[src/rtl/fclk_pkg.sv]
package fclk_pkg;
  localparam int MIN_BITS    = 6;
  localparam int HR_BITS     = 5;
  localparam int CODE_W      = 8;
  localparam int CTRL_W      = 8;
  localparam int VALID_BIT   = 6;
  localparam int MINS_PER_HR = 60;
  localparam int HRS_PER_DAY = 24;
  localparam logic [CTRL_W-1:0] CTRL_AT_RESET = 8'h40;

  // 256-minus-value form, taken modulo 256
  function automatic logic [CODE_W-1:0] to_code(input logic [CODE_W-1:0] v);
    return CODE_W'(8'd0 - v);
  endfunction

  function automatic logic [MIN_BITS-1:0] code_to_min(input logic [CODE_W-1:0] c);
    logic [CODE_W-1:0] v;
    v = CODE_W'(8'd0 - c);
    return MIN_BITS'(v % CODE_W'(MINS_PER_HR));
  endfunction

  function automatic logic [HR_BITS-1:0] code_to_hr(input logic [CODE_W-1:0] c);
    logic [CODE_W-1:0] v;
    v = CODE_W'(8'd0 - c);
    return HR_BITS'(v % CODE_W'(HRS_PER_DAY));
  endfunction
endpackage

[src/rtl/fclk_phase.sv]
module fclk_phase #(
  parameter int RATE_W     = 7,
  parameter int MIN_THRESH = 240
) (
  input  logic              clk,
  input  logic              rst_n,
  input  logic              tick,
  input  logic              clear,
  input  logic [RATE_W-1:0] rate,
  output logic              step
);
  localparam int ACC_W = $clog2(MIN_THRESH + (1 << RATE_W));

  logic [ACC_W-1:0] acc_q, acc_d, sum;
  logic             acc_en;

  always_comb begin
    sum    = acc_q + ACC_W'(rate);
    acc_d  = acc_q;
    step   = 1'b0;
    acc_en = clear | tick;
    if (clear) begin
      acc_d = '0;
    end else if (tick) begin
      if (sum >= ACC_W'(MIN_THRESH)) begin
        step  = 1'b1;
        acc_d = sum - ACC_W'(MIN_THRESH);
      end else begin
        acc_d = sum;
      end
    end
  end

  always_ff @(posedge clk or negedge rst_n) begin
    if (!rst_n)      acc_q <= '0;
    else if (acc_en) acc_q <= acc_d;
  end
endmodule

[src/rtl/fclk_tod.sv]
module fclk_tod
  import fclk_pkg::*;
#(
  parameter int DAY_W = 7
) (
  input  logic                clk,
  input  logic                rst_n,
  input  logic                step,
  input  logic                load,
  input  logic [MIN_BITS-1:0] ld_min,
  input  logic [HR_BITS-1:0]  ld_hr,
  input  logic [DAY_W-1:0]    ld_days,
  output logic [MIN_BITS-1:0] minute,
  output logic [HR_BITS-1:0]  hour,
  output logic [DAY_W-1:0]    days
);
  logic [MIN_BITS-1:0] min_q, min_d;
  logic [HR_BITS-1:0]  hr_q, hr_d;
  logic [DAY_W-1:0]    day_q, day_d;
  logic                min_wrap, hr_wrap, tod_en;

  assign min_wrap = step && (min_q == MIN_BITS'(MINS_PER_HR - 1));
  assign hr_wrap  = min_wrap && (hr_q == HR_BITS'(HRS_PER_DAY - 1));
  assign tod_en   = load | step;

  always_comb begin
    min_d = min_q;
    hr_d  = hr_q;
    day_d = day_q;
    if (load) begin
      min_d = ld_min;
      hr_d  = ld_hr;
      day_d = ld_days;
    end else if (step) begin
      min_d = min_wrap ? '0 : min_q + 1'b1;
      if (min_wrap) hr_d  = hr_wrap ? '0 : hr_q + 1'b1;
      if (hr_wrap)  day_d = day_q + 1'b1;
    end
  end

  always_ff @(posedge clk or negedge rst_n) begin
    if (!rst_n) begin
      min_q <= '0;
      hr_q  <= '0;
      day_q <= '0;
    end else if (tod_en) begin
      min_q <= min_d;
      hr_q  <= hr_d;
      day_q <= day_d;
    end
  end

  assign minute = min_q;
  assign hour   = hr_q;
  assign days   = day_q;
endmodule

[src/rtl/fclk_snap.sv]
module fclk_snap
  import fclk_pkg::*;
#(
  parameter int RATE_W = 7,
  parameter int DAY_W  = 7,
  parameter int ID_W   = 7
) (
  input  logic                clk,
  input  logic                rst_n,
  input  logic                rd_req,
  input  logic [MIN_BITS-1:0] minute,
  input  logic [HR_BITS-1:0]  hour,
  input  logic [DAY_W-1:0]    days,
  input  logic [RATE_W-1:0]   rate,
  input  logic [ID_W-1:0]     id1,
  input  logic [ID_W-1:0]     id2,
  input  logic [CTRL_W-1:0]   ctrl,
  output logic                rec_valid,
  output logic [CTRL_W-1:0]   rec_ctrl,
  output logic [RATE_W-1:0]   rec_rate,
  output logic [CODE_W-1:0]   rec_min_enc,
  output logic [CODE_W-1:0]   rec_hr_enc,
  output logic [DAY_W-1:0]    rec_days,
  output logic [ID_W-1:0]     rec_id1,
  output logic [ID_W-1:0]     rec_id2
);
  logic [CODE_W-1:0] min_code, hr_code;

  assign min_code = to_code(CODE_W'(minute));
  assign hr_code  = to_code(CODE_W'(hour));

  always_ff @(posedge clk or negedge rst_n) begin
    if (!rst_n) rec_valid <= 1'b0;
    else        rec_valid <= rd_req;
  end

  always_ff @(posedge clk or negedge rst_n) begin
    if (!rst_n) begin
      rec_ctrl    <= '0;
      rec_rate    <= '0;
      rec_min_enc <= '0;
      rec_hr_enc  <= '0;
      rec_days    <= '0;
      rec_id1     <= '0;
      rec_id2     <= '0;
    end else if (rd_req) begin
      rec_ctrl    <= ctrl;
      rec_rate    <= rate;
      rec_min_enc <= min_code;
      rec_hr_enc  <= hr_code;
      rec_days    <= days;
      rec_id1     <= id1;
      rec_id2     <= id2;
    end
  end
endmodule

[src/rtl/fclk_follower.sv]
module fclk_follower
  import fclk_pkg::*;
#(
  parameter int RATE_W     = 7,
  parameter int DAY_W      = 7,
  parameter int ID_W       = 7,
  parameter int MIN_THRESH = 240
) (
  input  logic              clk,
  input  logic              rst_n,
  input  logic              ref_tick,
  input  logic              sync_valid,
  input  logic [7:0]        sync_ctrl,
  input  logic [RATE_W-1:0] sync_rate,
  input  logic [7:0]        sync_min_enc,
  input  logic [7:0]        sync_hr_enc,
  input  logic [DAY_W-1:0]  sync_days,
  input  logic [ID_W-1:0]   sync_id1,
  input  logic [ID_W-1:0]   sync_id2,
  input  logic              rd_req,
  output logic [5:0]        minute,
  output logic [4:0]        hour,
  output logic [DAY_W-1:0]  days,
  output logic [RATE_W-1:0] rate,
  output logic              never_set,
  output logic              rec_valid,
  output logic [7:0]        rec_ctrl,
  output logic [RATE_W-1:0] rec_rate,
  output logic [7:0]        rec_min_enc,
  output logic [7:0]        rec_hr_enc,
  output logic [DAY_W-1:0]  rec_days,
  output logic [ID_W-1:0]   rec_id1,
  output logic [ID_W-1:0]   rec_id2
);
  logic                load, step;
  logic [RATE_W-1:0]   rate_q;
  logic [ID_W-1:0]     id1_q, id2_q;
  logic [CTRL_W-1:0]   ctrl_q;
  logic [MIN_BITS-1:0] ld_min;
  logic [HR_BITS-1:0]  ld_hr;

  assign load   = sync_valid & sync_ctrl[VALID_BIT];
  assign ld_min = code_to_min(sync_min_enc);
  assign ld_hr  = code_to_hr(sync_hr_enc);

  always_ff @(posedge clk or negedge rst_n) begin
    if (!rst_n) begin
      rate_q <= '0;
      id1_q  <= '0;
      id2_q  <= '0;
      ctrl_q <= CTRL_AT_RESET;
    end else if (load) begin
      rate_q <= sync_rate;
      id1_q  <= sync_id1;
      id2_q  <= sync_id2;
      ctrl_q <= sync_ctrl;
    end
  end

  fclk_phase #(.RATE_W(RATE_W), .MIN_THRESH(MIN_THRESH)) u_phase (
    .clk(clk), .rst_n(rst_n), .tick(ref_tick), .clear(load),
    .rate(rate_q), .step(step)
  );

  fclk_tod #(.DAY_W(DAY_W)) u_tod (
    .clk(clk), .rst_n(rst_n), .step(step), .load(load),
    .ld_min(ld_min), .ld_hr(ld_hr), .ld_days(sync_days),
    .minute(minute), .hour(hour), .days(days)
  );

  fclk_snap #(.RATE_W(RATE_W), .DAY_W(DAY_W), .ID_W(ID_W)) u_snap (
    .clk(clk), .rst_n(rst_n), .rd_req(rd_req),
    .minute(minute), .hour(hour), .days(days), .rate(rate_q),
    .id1(id1_q), .id2(id2_q), .ctrl(ctrl_q),
    .rec_valid(rec_valid), .rec_ctrl(rec_ctrl), .rec_rate(rec_rate),
    .rec_min_enc(rec_min_enc), .rec_hr_enc(rec_hr_enc), .rec_days(rec_days),
    .rec_id1(rec_id1), .rec_id2(rec_id2)
  );

  assign rate      = rate_q;
  assign never_set = (id1_q == '0) && (id2_q == '0);
endmodule

[config.mk]
export PLATFORM = sky130hd
export DESIGN_NAME = fclk_follower
export DESIGN_NICKNAME = d
export VERILOG_FILES = /design/src/rtl/fclk_pkg.sv /design/src/rtl/fclk_phase.sv /design/src/rtl/fclk_tod.sv /design/src/rtl/fclk_snap.sv /design/src/rtl/fclk_follower.sv
export SDC_FILE = /design/constraint.sdc
export NUM_CORES = 1
export LEC_CHECK = 0
export BUFFER_PORTS_ARGS = -buffer_cell sky130_fd_sc_hd__buf_4
export CAP_MARGIN = 20
export CORE_MARGIN = 5
export CORE_UTILIZATION = 36
export CTS_BUF_LIST = sky130_fd_sc_hd__clkbuf_4
export DETAILED_ROUTE_END_ITERATION = 16
export HOLD_SLACK_MARGIN = 0.06
export MAX_ROUTING_LAYER = met4
export PLACE_DENSITY = 0.64
export SLEW_MARGIN = 20
export SYNTH_ARGS = -nofsm -noshare
export SYNTH_HDL_FRONTEND = slang
export SYNTH_SLANG_ARGS = --single-unit
export TNS_END_PERCENT = 100
[constraint.sdc]
create_clock -name clk -period 3.4 [get_ports clk]
set_clock_uncertainty 0.15 [all_clocks]
set_input_delay 0.68 -clock clk [delete_from_list [all_inputs] [get_ports clk]]
set_output_delay 0.68 -clock clk [all_outputs]
set_load 0.1 [all_outputs]
Word level (Yosys, flattened, before mapping)
Cells that the tools add are included.
Word-level totals
  flip-flop bits (word level): 109
  input bits: 57
  output and inout bits: 79
  logic and storage cells: 62
Cells by class
  div/mod/pow operators: 2
  reduce and logical (&&, ||, !) cells: 13
  add/subtract/negate cells: 9
  bitwise operators: 3
  multiplexer cells: 16
  magnitude comparators: 1
  equality and inequality tests: 2
Operator list (count)
  9-bit two-way mux: 3
  7-bit two-way mux: 3
  5-bit two-way mux: 4
  6-bit two-way mux: 3
  1-bit by 8-bit subtractor with 8-bit output (first input constant): 2
  7-bit logical NOT: 2
  9-bit by 7-bit adder with 9-bit output: 1
  9-bit by 8-bit >= comparator with 1-bit output (second input constant): 1
  9-bit by 8-bit subtractor with 9-bit output (second input constant): 1
  8-bit by 5-bit remainder unit with 8-bit output (second input constant): 1
  8-bit by 6-bit remainder unit with 8-bit output (second input constant): 1
  2-bit nonzero test: 4
  7-bit by 1-bit adder with 7-bit output (second input constant): 1
  1-bit by 6-bit subtractor with 7-bit output (first input constant): 1
  6-bit by 1-bit adder with 6-bit output (second input constant): 1
  6-bit equality test (second input constant): 1
  3-bit AND reduction: 2
  1-bit by 5-bit subtractor with 6-bit output (first input constant): 1
  5-bit by 1-bit adder with 5-bit output (second input constant): 1
  5-bit equality test (second input constant): 1
  2-bit AND reduction: 2
  1-bit logical AND: 3
  1-bit two-way mux: 3
  1-bit OR: 2
  1-bit AND: 1

Depth between registers and ports, before layout
Gate-level depths: netlist of the first run.
  depth in word-level cells: 11
  mapped depth: 15
  mapped depth without buffers: 14

By module
Synthesis of the first run repeated with hierarchy kept, for this count alone.
Unflattened totals
  cells, all modules: 550
  area total of the unflattened synthesis: 6072.1 µm²
Modules (own cells, without submodules)
  fclk_snap: cells each 133, sequential area each 1251.2 µm², area each 2033.2 µm², instances 1
  fclk_follower: cells each 199, sequential area each 726.9 µm², area each 1950.6 µm², instances 1
  fclk_tod: cells each 116, sequential area each 450.4 µm², area each 1174.9 µm², instances 1
  fclk_phase: cells each 102, sequential area each 225.2 µm², area each 913.4 µm², instances 1

Worst setup path after synthesis of the first run
OpenSTA, ideal clock, no wires.
  path kind: register to output
  from: register id1_q[1]
  to: output never_set
  arrival time: 3.744 ns
  required time: 2.570 ns
  path slack: -1.174 ns
  stages on the path, launching flop included: 3
  cells stage by stage: dfrtp_1 -> or4_1 -> nor4_1
Between the ends
  word-level cells in the longest chain between the ends: 2
RTL lines
  start, declared: RTL line fclk_follower.sv:37  | logic [ID_W-1:0] id1_q, id2_q;
  start signal, assigned: RTL line fclk_follower.sv:54  | id1_q <= sync_id1;
  7-bit logical NOT: RTL line fclk_follower.sv:81  | assign never_set = (id1_q == '0) && (id2_q == '0);
  1-bit logical AND: RTL line fclk_follower.sv:81
  end, declared: RTL line fclk_follower.sv:25  | output logic never_set,
No other way between the ends.

Worst setup path after layout of the first run
  from: register rate_q[1] (netlist: rate[1])
  to: register u_tod.hr_q[3] (netlist: u_tod.hour[3])
Between the ends
  word-level cells in the longest chain between the ends: 11
RTL lines
  start, declared: RTL line fclk_follower.sv:36  | logic [RATE_W-1:0] rate_q;
  start signal, assigned: RTL line fclk_follower.sv:53  | rate_q <= sync_rate;
  9-bit by 7-bit adder with 9-bit output (*): RTL line fclk_phase.sv:18  | sum = acc_q + ACC_W'(rate);
  9-bit by 8-bit >= comparator with 1-bit output (*): RTL line fclk_phase.sv:25  | if (sum >= ACC_W'(MIN_THRESH)) begin
  1-bit two-way mux (*): RTL line fclk_phase.sv:25
  1-bit two-way mux (*): RTL line fclk_phase.sv:24  | end else if (tick) begin
  1-bit two-way mux (*): RTL line fclk_phase.sv:22  | if (clear) begin
  1-bit logical AND: RTL line fclk_tod.sv:22  | assign min_wrap = step && (min_q == MIN_BITS'(MINS_PER_HR - 1));
  1-bit logical AND: RTL line fclk_tod.sv:23  | assign hr_wrap = min_wrap && (hr_q == HR_BITS'(HRS_PER_DAY - 1));
  5-bit two-way mux (2 in a row): RTL line fclk_tod.sv:36  | if (min_wrap) hr_d = hr_wrap ? '0 : hr_q + 1'b1;
  5-bit two-way mux: RTL line fclk_tod.sv:34  | end else if (step) begin
  5-bit two-way mux: RTL line fclk_tod.sv:30  | if (load) begin
  end signal, assigned: RTL line fclk_tod.sv:48  | hr_q <= hr_d;
  end, declared: RTL line fclk_tod.sv:18  | logic [HR_BITS-1:0] hr_q, hr_d;
Every way passes the cells marked *; elsewhere a longest branch is shown, timed or not. The select of a mux whose other input is x is not followed.
A chain may end at the register's enable or synchronous reset.

==> results of run 1 <==
==> layer usage <==
layer	vias to the layer above	GRT usage	routed length [um]
met3	14	0.0394	877
met5	-	-	0
li1	2641	-	-
met2	104	0.278	8100
met1	2589	0.225	7800
met4	0	0.0367	179
==> flip-flops by register name (all words and copies together), names as in the netlist <==
register and flops:
ctrl_q 8, id1_q 7, id2_q 7, rate 7, u_phase.acc_q 9, u_snap.rec_ctrl 8, u_snap.rec_days 7, u_snap.rec_hr_enc 6
u_snap.rec_id1 7, u_snap.rec_id2 7, u_snap.rec_min_enc 7, u_snap.rec_rate 7, u_snap.rec_valid 1, u_tod.days 7, u_tod.hour 5, u_tod.minute 6
==> cell families (layout without fill, tap and decap cells) <==
family                   Yosys count  in the layout  share of synthesized area
buffers and inverters             57            228                     0.0397
AO/OA/AOI/OAI                    119            119                      0.144
XOR/XNOR                          23             23                     0.0325
flip-flops                       106            106                      0.428
AND/OR/NAND/NOR                  267            267                      0.209
adder cells (fa/ha/maj)           19             19                     0.0395
multiplexers                      61             61                      0.108
other                              0              1                          0
==> stage by stage <==
stage / hold slack (ns) / TNS [ns] / util
after floorplan: 0.234 / -0.718 / -
after global placement: 0.308 / -0.109 / 0.460
after detailed placement: 0.308 / -0.368 / 0.460
after CTS: 0.149 / -0.248 / 0.472
after global routing: 0.148 / -2.31 / 0.477
final: 0.207 / -0.538 / 0.477
==> final cells by class <==
type	instances	area share
clock buffer	9	0.00827
tap	225	0.0345
sequential	106	0.328
antenna	1	0.000306
timing repair buffer	193	0.182
multi-input combinational	489	0.430
inverter	19	0.00873
clock inverter	7	0.00873
==> power breakdown <==
group	switching (mW)	total [mW]	leakage (nW)	internal (mW)
logic	2.44	3.62	2.38	1.18
clock network	0.488	0.661	0.0750	0.173
registers	0.281	1.81	1.26	1.53
total	3.21	6.09	3.72	2.88
==> layout by cell type, fill, tap and decap left out, types with 8 or more instances in the layout <==
| cell type | instances |
|---|---|
| sky130_fd_sc_hd__a21oi_1 | 26 |
| sky130_fd_sc_hd__buf_4 | 186 |
| sky130_fd_sc_hd__clkbuf_4 | 9 |
| sky130_fd_sc_hd__dfrtp_1 | 98 |
| sky130_fd_sc_hd__ha_1 | 10 |
| sky130_fd_sc_hd__inv_1 | 17 |
| sky130_fd_sc_hd__mux2_2 | 49 |
| sky130_fd_sc_hd__mux2i_1 | 12 |
| sky130_fd_sc_hd__nand2_1 | 114 |
| sky130_fd_sc_hd__nand3_1 | 20 |
| sky130_fd_sc_hd__nor2_1 | 40 |
| sky130_fd_sc_hd__nor3_1 | 15 |
| sky130_fd_sc_hd__o21ai_0 | 18 |
| sky130_fd_sc_hd__or3_1 | 8 |
| sky130_fd_sc_hd__xnor2_1 | 11 |
| sky130_fd_sc_hd__xor2_1 | 10 |
==> timing repair <==
item	CTS	global route
hold buffers	1	0
gates resized for setup	4	15
pin swaps	2	12
setup endpoints to repair	6	20
endpoints found under the hold margin	33	0
setup buffers	5	1
==> worst min-delay path, cell delays in order <==
cell and delay [ns]:
sky130_fd_sc_hd__buf_4 0.07, sky130_fd_sc_hd__nand2_1 0.04, sky130_fd_sc_hd__nand2_1 0.04
==> path summary, 6_finish.rpt <==
check,end,slack [ns]
setup / recovery,u_tod.hour[3],-0.11
hold / removal,id1_q[5],0.21
setup reg to reg,u_tod.hour[3],-0.11
hold reg to reg,ctrl_q[5],0.35
max in group asynchronous,ctrl_q[6],1.74
min in group asynchronous,u_snap.rec_rate[3],0.61
==> summary.txt, run 1 <==
FINISH
--------------------------------------------------------------------------------
Count of filler cells inserted in the layout                               1,638
Post-Layout Cell Count                                                     1,049
Sequential cell area                                                   2680 um^2
Area Growth Syn to Fin                                                     31.5%
Area of the multi-input gates                                          3510 um^2
Fraction of layout cells with a size suffix above 1                        0.383
Total Nets Final                                                             894
Final non-filler cell area                                             8170 um^2

TIMING
--------------------------------------------------------------------------------
Period utilization                                                          1.03
Setup repair after global routing missed its margin                          yes
Period minus WS final                                                    3.51 ns
Slew at the pin with the worst max-slew slack                           0.755 ns
Worst slew margin relative to its limit                                    0.496
Setup slack of the critical path after layout                          -0.107 ns
FMAX                                                                     285 MHz
Endpoints failing setup                                                       10
Max-slew violation count                                                       0
Fin. Hold Viols                                                                0

CTS
--------------------------------------------------------------------------------
Clock sinks                                                                  106
Clk root buf                                                        sky130_fd_sc_hd__clkbuf_4
Number of buffers on the longest clock path                                    2
Number of H-tree levels                                                        3
Clock latency on the worst-skew pair                                     0.49 ns
TritonCTS clock tree                                                         yes
Worst-path clk slew                                                      0.18 ns
Number of buffers inserted during clock tree synthesis                         9

POWER
--------------------------------------------------------------------------------
Pwr dens                                                             745 nW/um^2
Peak supply drop                                                        0.544 mV
Final total power                                                        6.09 mW
Leak                                                                     3.72 nW

CRITICAL PATH
--------------------------------------------------------------------------------
Cell type of the slowest stage on the worst timing path             sky130_fd_sc_hd__dfrtp_4
Crit path launch type                                                  flip-flop
Required time of the worst setup path                                    3.66 ns
CP Max Fanout                                                                  4
Slowest Stage Delay on Critical Path                                     0.52 ns
Buffer and inverter count on the worst path                                    2
Capturing element type of the critical path                            flip-flop
Type of the worst setup path                                          reg -> reg
Crit path depth                                                               15
Arr. time, crit path                                                     3.76 ns
Delay-heaviest family, CP                                           compound AO/OA/AOI/OAI gates
Path depth of the worst reg2reg path                                          15
Launch point of the worst reg-to-reg path                                rate[1]
Cell breakdown of the critical path                                 ha_4 -> a211oi_4 -> nor2_2 -> o311a_4 -> a21oi_4 -> ha_2 -> inv_2 -> nor4_1 -> o21ai_1 -> o211a_1 -> a211oi_4 -> buf_6 -> nand2_2 -> or4_1 -> o211ai_1
Critical path startpoint                                                 rate[1]
Most frequent cell on the critical path                             sky130_fd_sc_hd__a211oi_4

ROUTE
--------------------------------------------------------------------------------
Per-cell routed wire length                                              16.2 um
DRC                                                                            0
Iter 0 DRT Violations                                                        218
Number of nets with antenna violations after detailed routing                  0
Routed via count divided by cell count                                      5.10
Sum of routed wire length over all layers                              17,000 um
Drt pass-1 iters                                                               4
Vias post-DR                                                               5,348

GLOBAL ROUTING
--------------------------------------------------------------------------------
Via count of the first global-routing pass                                 5,218
Tot GR Track Use                                                           0.173
Largest net degree at the start of global routing                             56
Total congestion overflow                                                      0
Global-route wire length before repair                                 27,200 um
Number of antenna violations at the first check in global routing              1

YOSYS
--------------------------------------------------------------------------------
Top post-synthesis cells by area                                    sky130_fd_sc_hd__dfrtp_1 42%, sky130_fd_sc_hd__mux2_2 8.9%, sky130_fd_sc_hd__nand2_1 7.0%
Total standard cell area after synthesis                               6210 um^2
Syn avg cell area                                                      9.52 um^2
Most common library cells after synthesis                           115 x sky130_fd_sc_hd__nand2_1, 105 x sky130_fd_sc_hd__dfrtp_1, 49 x sky130_fd_sc_hd__mux2_2
Distinct cell type count of the synthesized netlist                           77
Number of flops mapped to enable cells by yosys                                0
Portion of the post-synthesis area used by sequential elements             0.428
Syn Inst Count                                                               652
Count of synthesis-stage warnings from yosys                                   0
Top flip-flop cell by instance count after synthesis                sky130_fd_sc_hd__dfrtp_1
Synth async-reset ratio                                                     1.00
Top-area cell type share of the netlist area                               0.423
Synthesized flop and latch total                                             106
Leading area contributor after synthesis                            sky130_fd_sc_hd__dfrtp_1
Most instantiated library cell after synthesis                      sky130_fd_sc_hd__nand2_1
Total nets after synthesis                                                   728

WORST HOLD PATH
--------------------------------------------------------------------------------
Instance count along the most critical hold path                               3
Startpoint of the worst hold path                                    sync_id1[5]
Min-Delay Path Class                                                   in -> reg

FLOORPLANNING
--------------------------------------------------------------------------------
Effective utilization at floorplan                                         0.363
Core Box Area                                                        17,100 um^2
Row count                                                                     48
Die X-Extent                                                              141 um
Area of the die                                                      20,000 um^2
Number of primary I/O pins                                                   136
Die Span Y                                                                141 um

STATUS
--------------------------------------------------------------------------------
Result of the run                                                   complete, but fails checks
Violated checks                                                     negative setup slack

PLACE
--------------------------------------------------------------------------------
Gpl congestion                                                             0.879
Placed wire-length estimate                                            12,400 um
Placed standard-cell area                                              7870 um^2
Dpl cells                                                                  1,025
Pre-CTS worst setup slack                                              -0.159 ns
Quantity of I/O buffers inserted on ports                                    135

JOB
--------------------------------------------------------------------------------
Maximum capacitance violations                                                 0

Power figures use the tool's default switching activity.
==> inputs of run 2 (changes only) <==
--- a/config.mk
+++ b/config.mk
@@ -7,14 +7,14 @@
 export LEC_CHECK = 0
 export BUFFER_PORTS_ARGS = -buffer_cell sky130_fd_sc_hd__buf_4
 export CAP_MARGIN = 20
-export CORE_MARGIN = 5
+export CORE_MARGIN = 1
 export CORE_UTILIZATION = 36
 export CTS_BUF_LIST = sky130_fd_sc_hd__clkbuf_4
 export DETAILED_ROUTE_END_ITERATION = 16
 export HOLD_SLACK_MARGIN = 0.06
 export MAX_ROUTING_LAYER = met4
 export PLACE_DENSITY = 0.64
-export SLEW_MARGIN = 20
+export SLEW_MARGIN = 40
 export SYNTH_ARGS = -nofsm -noshare
 export SYNTH_HDL_FRONTEND = slang
 export SYNTH_SLANG_ARGS = --single-unit
==> constraint.sdc (replaced) <==
create_clock -name clk -period 3.4 [get_ports clk]
set_clock_uncertainty 0.15 [all_clocks]
set_input_delay 0.51 -clock clk [delete_from_list [all_inputs] [get_ports clk]]
set_output_delay 0.51 -clock clk [all_outputs]
set_load 0.1 [all_outputs]
==> run 2 against run 1 <==
Net effect: the run still ends with negative setup slack left; core utilization grew 2.8 points; cell area grew 3.3%; sequential power is essentially flat; register-to-register slack gained 0.03 ns; routed wire length shrank 2.6%; largest power group unchanged; highest routed layer unchanged; final cell count grew 2.0%.
==> summary.txt, run 2 (synthesized netlist as in run 1, its figures left out) <==
CRITICAL PATH
----------------------------------------------------------------------------------
Delay-heaviest family, CP                                             compound AO/OA/AOI/OAI gates
Launch point of the worst reg-to-reg path                                  rate[1]
Buffer and inverter count on the worst path                                      2
Critical path startpoint                                                   rate[1]
Path depth of the worst reg2reg path                                            15
Flop2flop setup slack                                                     -0.08 ns
Type of the worst setup path                                            reg -> reg
Slowest Stage Delay on Critical Path                                       0.54 ns
Cell type of the slowest stage on the worst timing path               sky130_fd_sc_hd__dfrtp_4
Cell breakdown of the critical path                                   ha_4 -> a211oi_4 -> nor2_2 -> o311a_4 -> a21oi_4 -> ha_4 -> inv_2 -> nor4_4 -> o21ai_1 -> o211a_1 -> buf_6 -> a21oi_4 -> nand4_1 -> or4b_1 -> nand3_1
CP Max Fanout                                                                    3
Arr. time, crit path                                                       3.75 ns
Required time of the worst setup path                                      3.67 ns
Capturing element type of the critical path                              flip-flop
Crit path launch type                                                    flip-flop
Destination of the worst register-to-register timing path             u_tod.days[4]

TIMING
----------------------------------------------------------------------------------
Endpoints failing setup                                                          7
Setup slack of the critical path after layout                           -0.0804 ns
FMAX                                                                       287 MHz
Fin. Hold Viols                                                                  0
Max-slew violation count                                                         0
Slew at the pin with the worst max-slew slack                             0.710 ns
Worst slew margin relative to its limit                                      0.527
Period minus WS final                                                      3.48 ns
Setup repair after global routing missed its margin                            yes
Final Hold Slack                                                          0.120 ns
Period utilization                                                            1.02

ROUTE
----------------------------------------------------------------------------------
DRC                                                                              0
Sum of routed wire length over all layers                                16,500 um
Number of nets with antenna violations after detailed routing                    0
Drt pass-1 iters                                                                 4
Per-cell routed wire length                                                15.4 um
Routed via count divided by cell count                                        5.17
Vias post-DR                                                                 5,530
Iter 0 DRT Violations                                                          307

CTS
----------------------------------------------------------------------------------
Clk root buf                                                          sky130_fd_sc_hd__clkbuf_4
Number of buffers on the longest clock path                                      2
Worst-path clk slew                                                        0.20 ns
Clock sinks                                                                    106
Number of buffers inserted during clock tree synthesis                           9
TritonCTS clock tree                                                           yes
Number of H-tree levels                                                          3
Clock latency on the worst-skew pair                                       0.49 ns

PLACE
----------------------------------------------------------------------------------
Dpl cells                                                                    1,011
Quantity of I/O buffers inserted on ports                                      135
Gpl congestion                                                               0.859
Placed wire-length estimate                                              11,400 um

FLOORPLANNING
----------------------------------------------------------------------------------
Die Span Y                                                                  133 um
Number of primary I/O pins                                                     136
Effective utilization at floorplan                                           0.372
Core Box Area                                                          16,700 um^2
Die X-Extent                                                                133 um
Row count                                                                       47
Area of the die                                                        17,800 um^2

WORST HOLD PATH
----------------------------------------------------------------------------------
Startpoint of the worst hold path                                     sync_days[4]
Instance count along the most critical hold path                                 3
Hold endpoint                                                         u_tod.days[4]
Min-Delay Path Class                                                     in -> reg

GLOBAL ROUTING
----------------------------------------------------------------------------------
Total congestion overflow                                                        0
Busiest grt layer                                                             met2
Via count of the first global-routing pass                                   5,472
Number of antenna violations at the first check in global routing                1
Met3 Resource Use GR                                                        0.0293
Met1 Track Usage GR                                                          0.258
Largest net degree at the start of global routing                               75
Met2 GRT Util                                                                0.316
Tot GR Track Use                                                             0.198
Global-route wire length before repair                                   27,500 um

FINISH
----------------------------------------------------------------------------------
Area Growth Syn to Fin                                                       35.9%
Fraction of layout cells with a size suffix above 1                          0.362
Largest registers in the final layout                                 u_phase.acc_q (9), ctrl_q (8), u_snap.rec_ctrl (8)
Largest reg by FF count                                               u_phase.acc_q
Flip-flop count of the largest register, all copies and words added              9
Count of filler cells inserted in the layout                                 1,558
Post-Layout Cell Count                                                       1,070
Most frequent cells in the layout                                     179 x sky130_fd_sc_hd__buf_4, 112 x sky130_fd_sc_hd__nand2_1, 98 x sky130_fd_sc_hd__dfrtp_1
Total Nets Final                                                               920
Commonest non-fill, non-tap cell in the layout                        sky130_fd_sc_hd__buf_4

JOB
----------------------------------------------------------------------------------
Maximum capacitance violations                                                   0

STATUS
----------------------------------------------------------------------------------
Violated checks                                                       negative setup slack
Result of the run                                                     complete, but fails checks

POWER
----------------------------------------------------------------------------------
Peak supply drop                                                          0.523 mV
Leak                                                                       3.85 nW
Pwr dens                                                               737 nW/um^2

==> run 2: layout make-up <==
cell class	instances	area [um^2]	area share
antenna	1	2.50	0.000297
sequential	106	2680	0.317
multi-input combinational	489	3500	0.415
timing repair buffer	219	1760	0.208
clock inverter	6	81.3	0.00964
tap	220	275	0.0326
clock buffer	10	75.1	0.00890
inverter	19	71.3	0.00845
==> run 2: what timing repair did <==
item | 4_1_cts | 5_1_grt
endpoints found under the hold margin | 101 | 0
hold buffers | 31 | 0
gates resized for setup | 8 | 24
buffers inserted | 8 | 4
endpoints found under the setup margin | 18 | 21
pin swaps | 16 | 14
==> run 2: worst max-delay path by stage <==
stage                          to  cells past startpoint
finish              u_tod.days[4]                     15
detailed placement  u_tod.days[5]                     14
floorplan           u_tod.days[5]                     14
global route        u_tod.hour[4]                     16
CTS                 u_tod.days[5]                     15
global placement    u_tod.days[5]                     14
==> run 2: routing by layer <==
metal  vias up  wire length [um]
met4         0               237
met1      2682              7800
met5         -                 0
li1       2708                 -
met3        18               628
met2       122              7860
==> run 2: worst register-to-register path, cell delays in order (launching register included) <==
cell and delay, ns:
sky130_fd_sc_hd__dfrtp_4 0.54, sky130_fd_sc_hd__ha_4 0.26, sky130_fd_sc_hd__a211oi_4 0.23, sky130_fd_sc_hd__nor2_2 0.07, sky130_fd_sc_hd__o311a_4 0.33, sky130_fd_sc_hd__a21oi_4 0.15, sky130_fd_sc_hd__ha_4 0.16, sky130_fd_sc_hd__inv_2 0.05
sky130_fd_sc_hd__nor4_4 0.18, sky130_fd_sc_hd__o21ai_1 0.10, sky130_fd_sc_hd__o211a_1 0.18, sky130_fd_sc_hd__buf_6 0.13, sky130_fd_sc_hd__a21oi_4 0.15, sky130_fd_sc_hd__nand4_1 0.15, sky130_fd_sc_hd__or4b_1 0.49, sky130_fd_sc_hd__nand3_1 0.09
==> run 2: report_power, final <==
| part | total (mW) | switching, mW | internal [mW] |
|---|---|---|---|
| Clock | 0.746 | 0.492 | 0.254 |
| Combinational | 3.67 | 2.45 | 1.21 |
| Sequential | 1.80 | 0.278 | 1.53 |
| Total | 6.22 | 3.22 | 2.99 |
==> run 2: stage by stage <==
stage | cell area, um^2 | utilization | power [mW] | setup WS (ns) | TNS, ns
5_1_grt | 8440 | 0.505 | 6.55 | -0.268 | -3.22
2_1_floorplan | 6330 | - | 4.36 | -0.163 | -0.609
3_5_place_dp | 7760 | 0.464 | 5.21 | -0.181 | -1.14
4_1_cts | 8320 | 0.498 | 6.10 | -0.145 | -0.755
6_report | 8440 | 0.505 | 6.22 | -0.0804 | -0.228
3_3_place_gp | 7750 | 0.464 | 5.19 | -0.0656 | -0.196
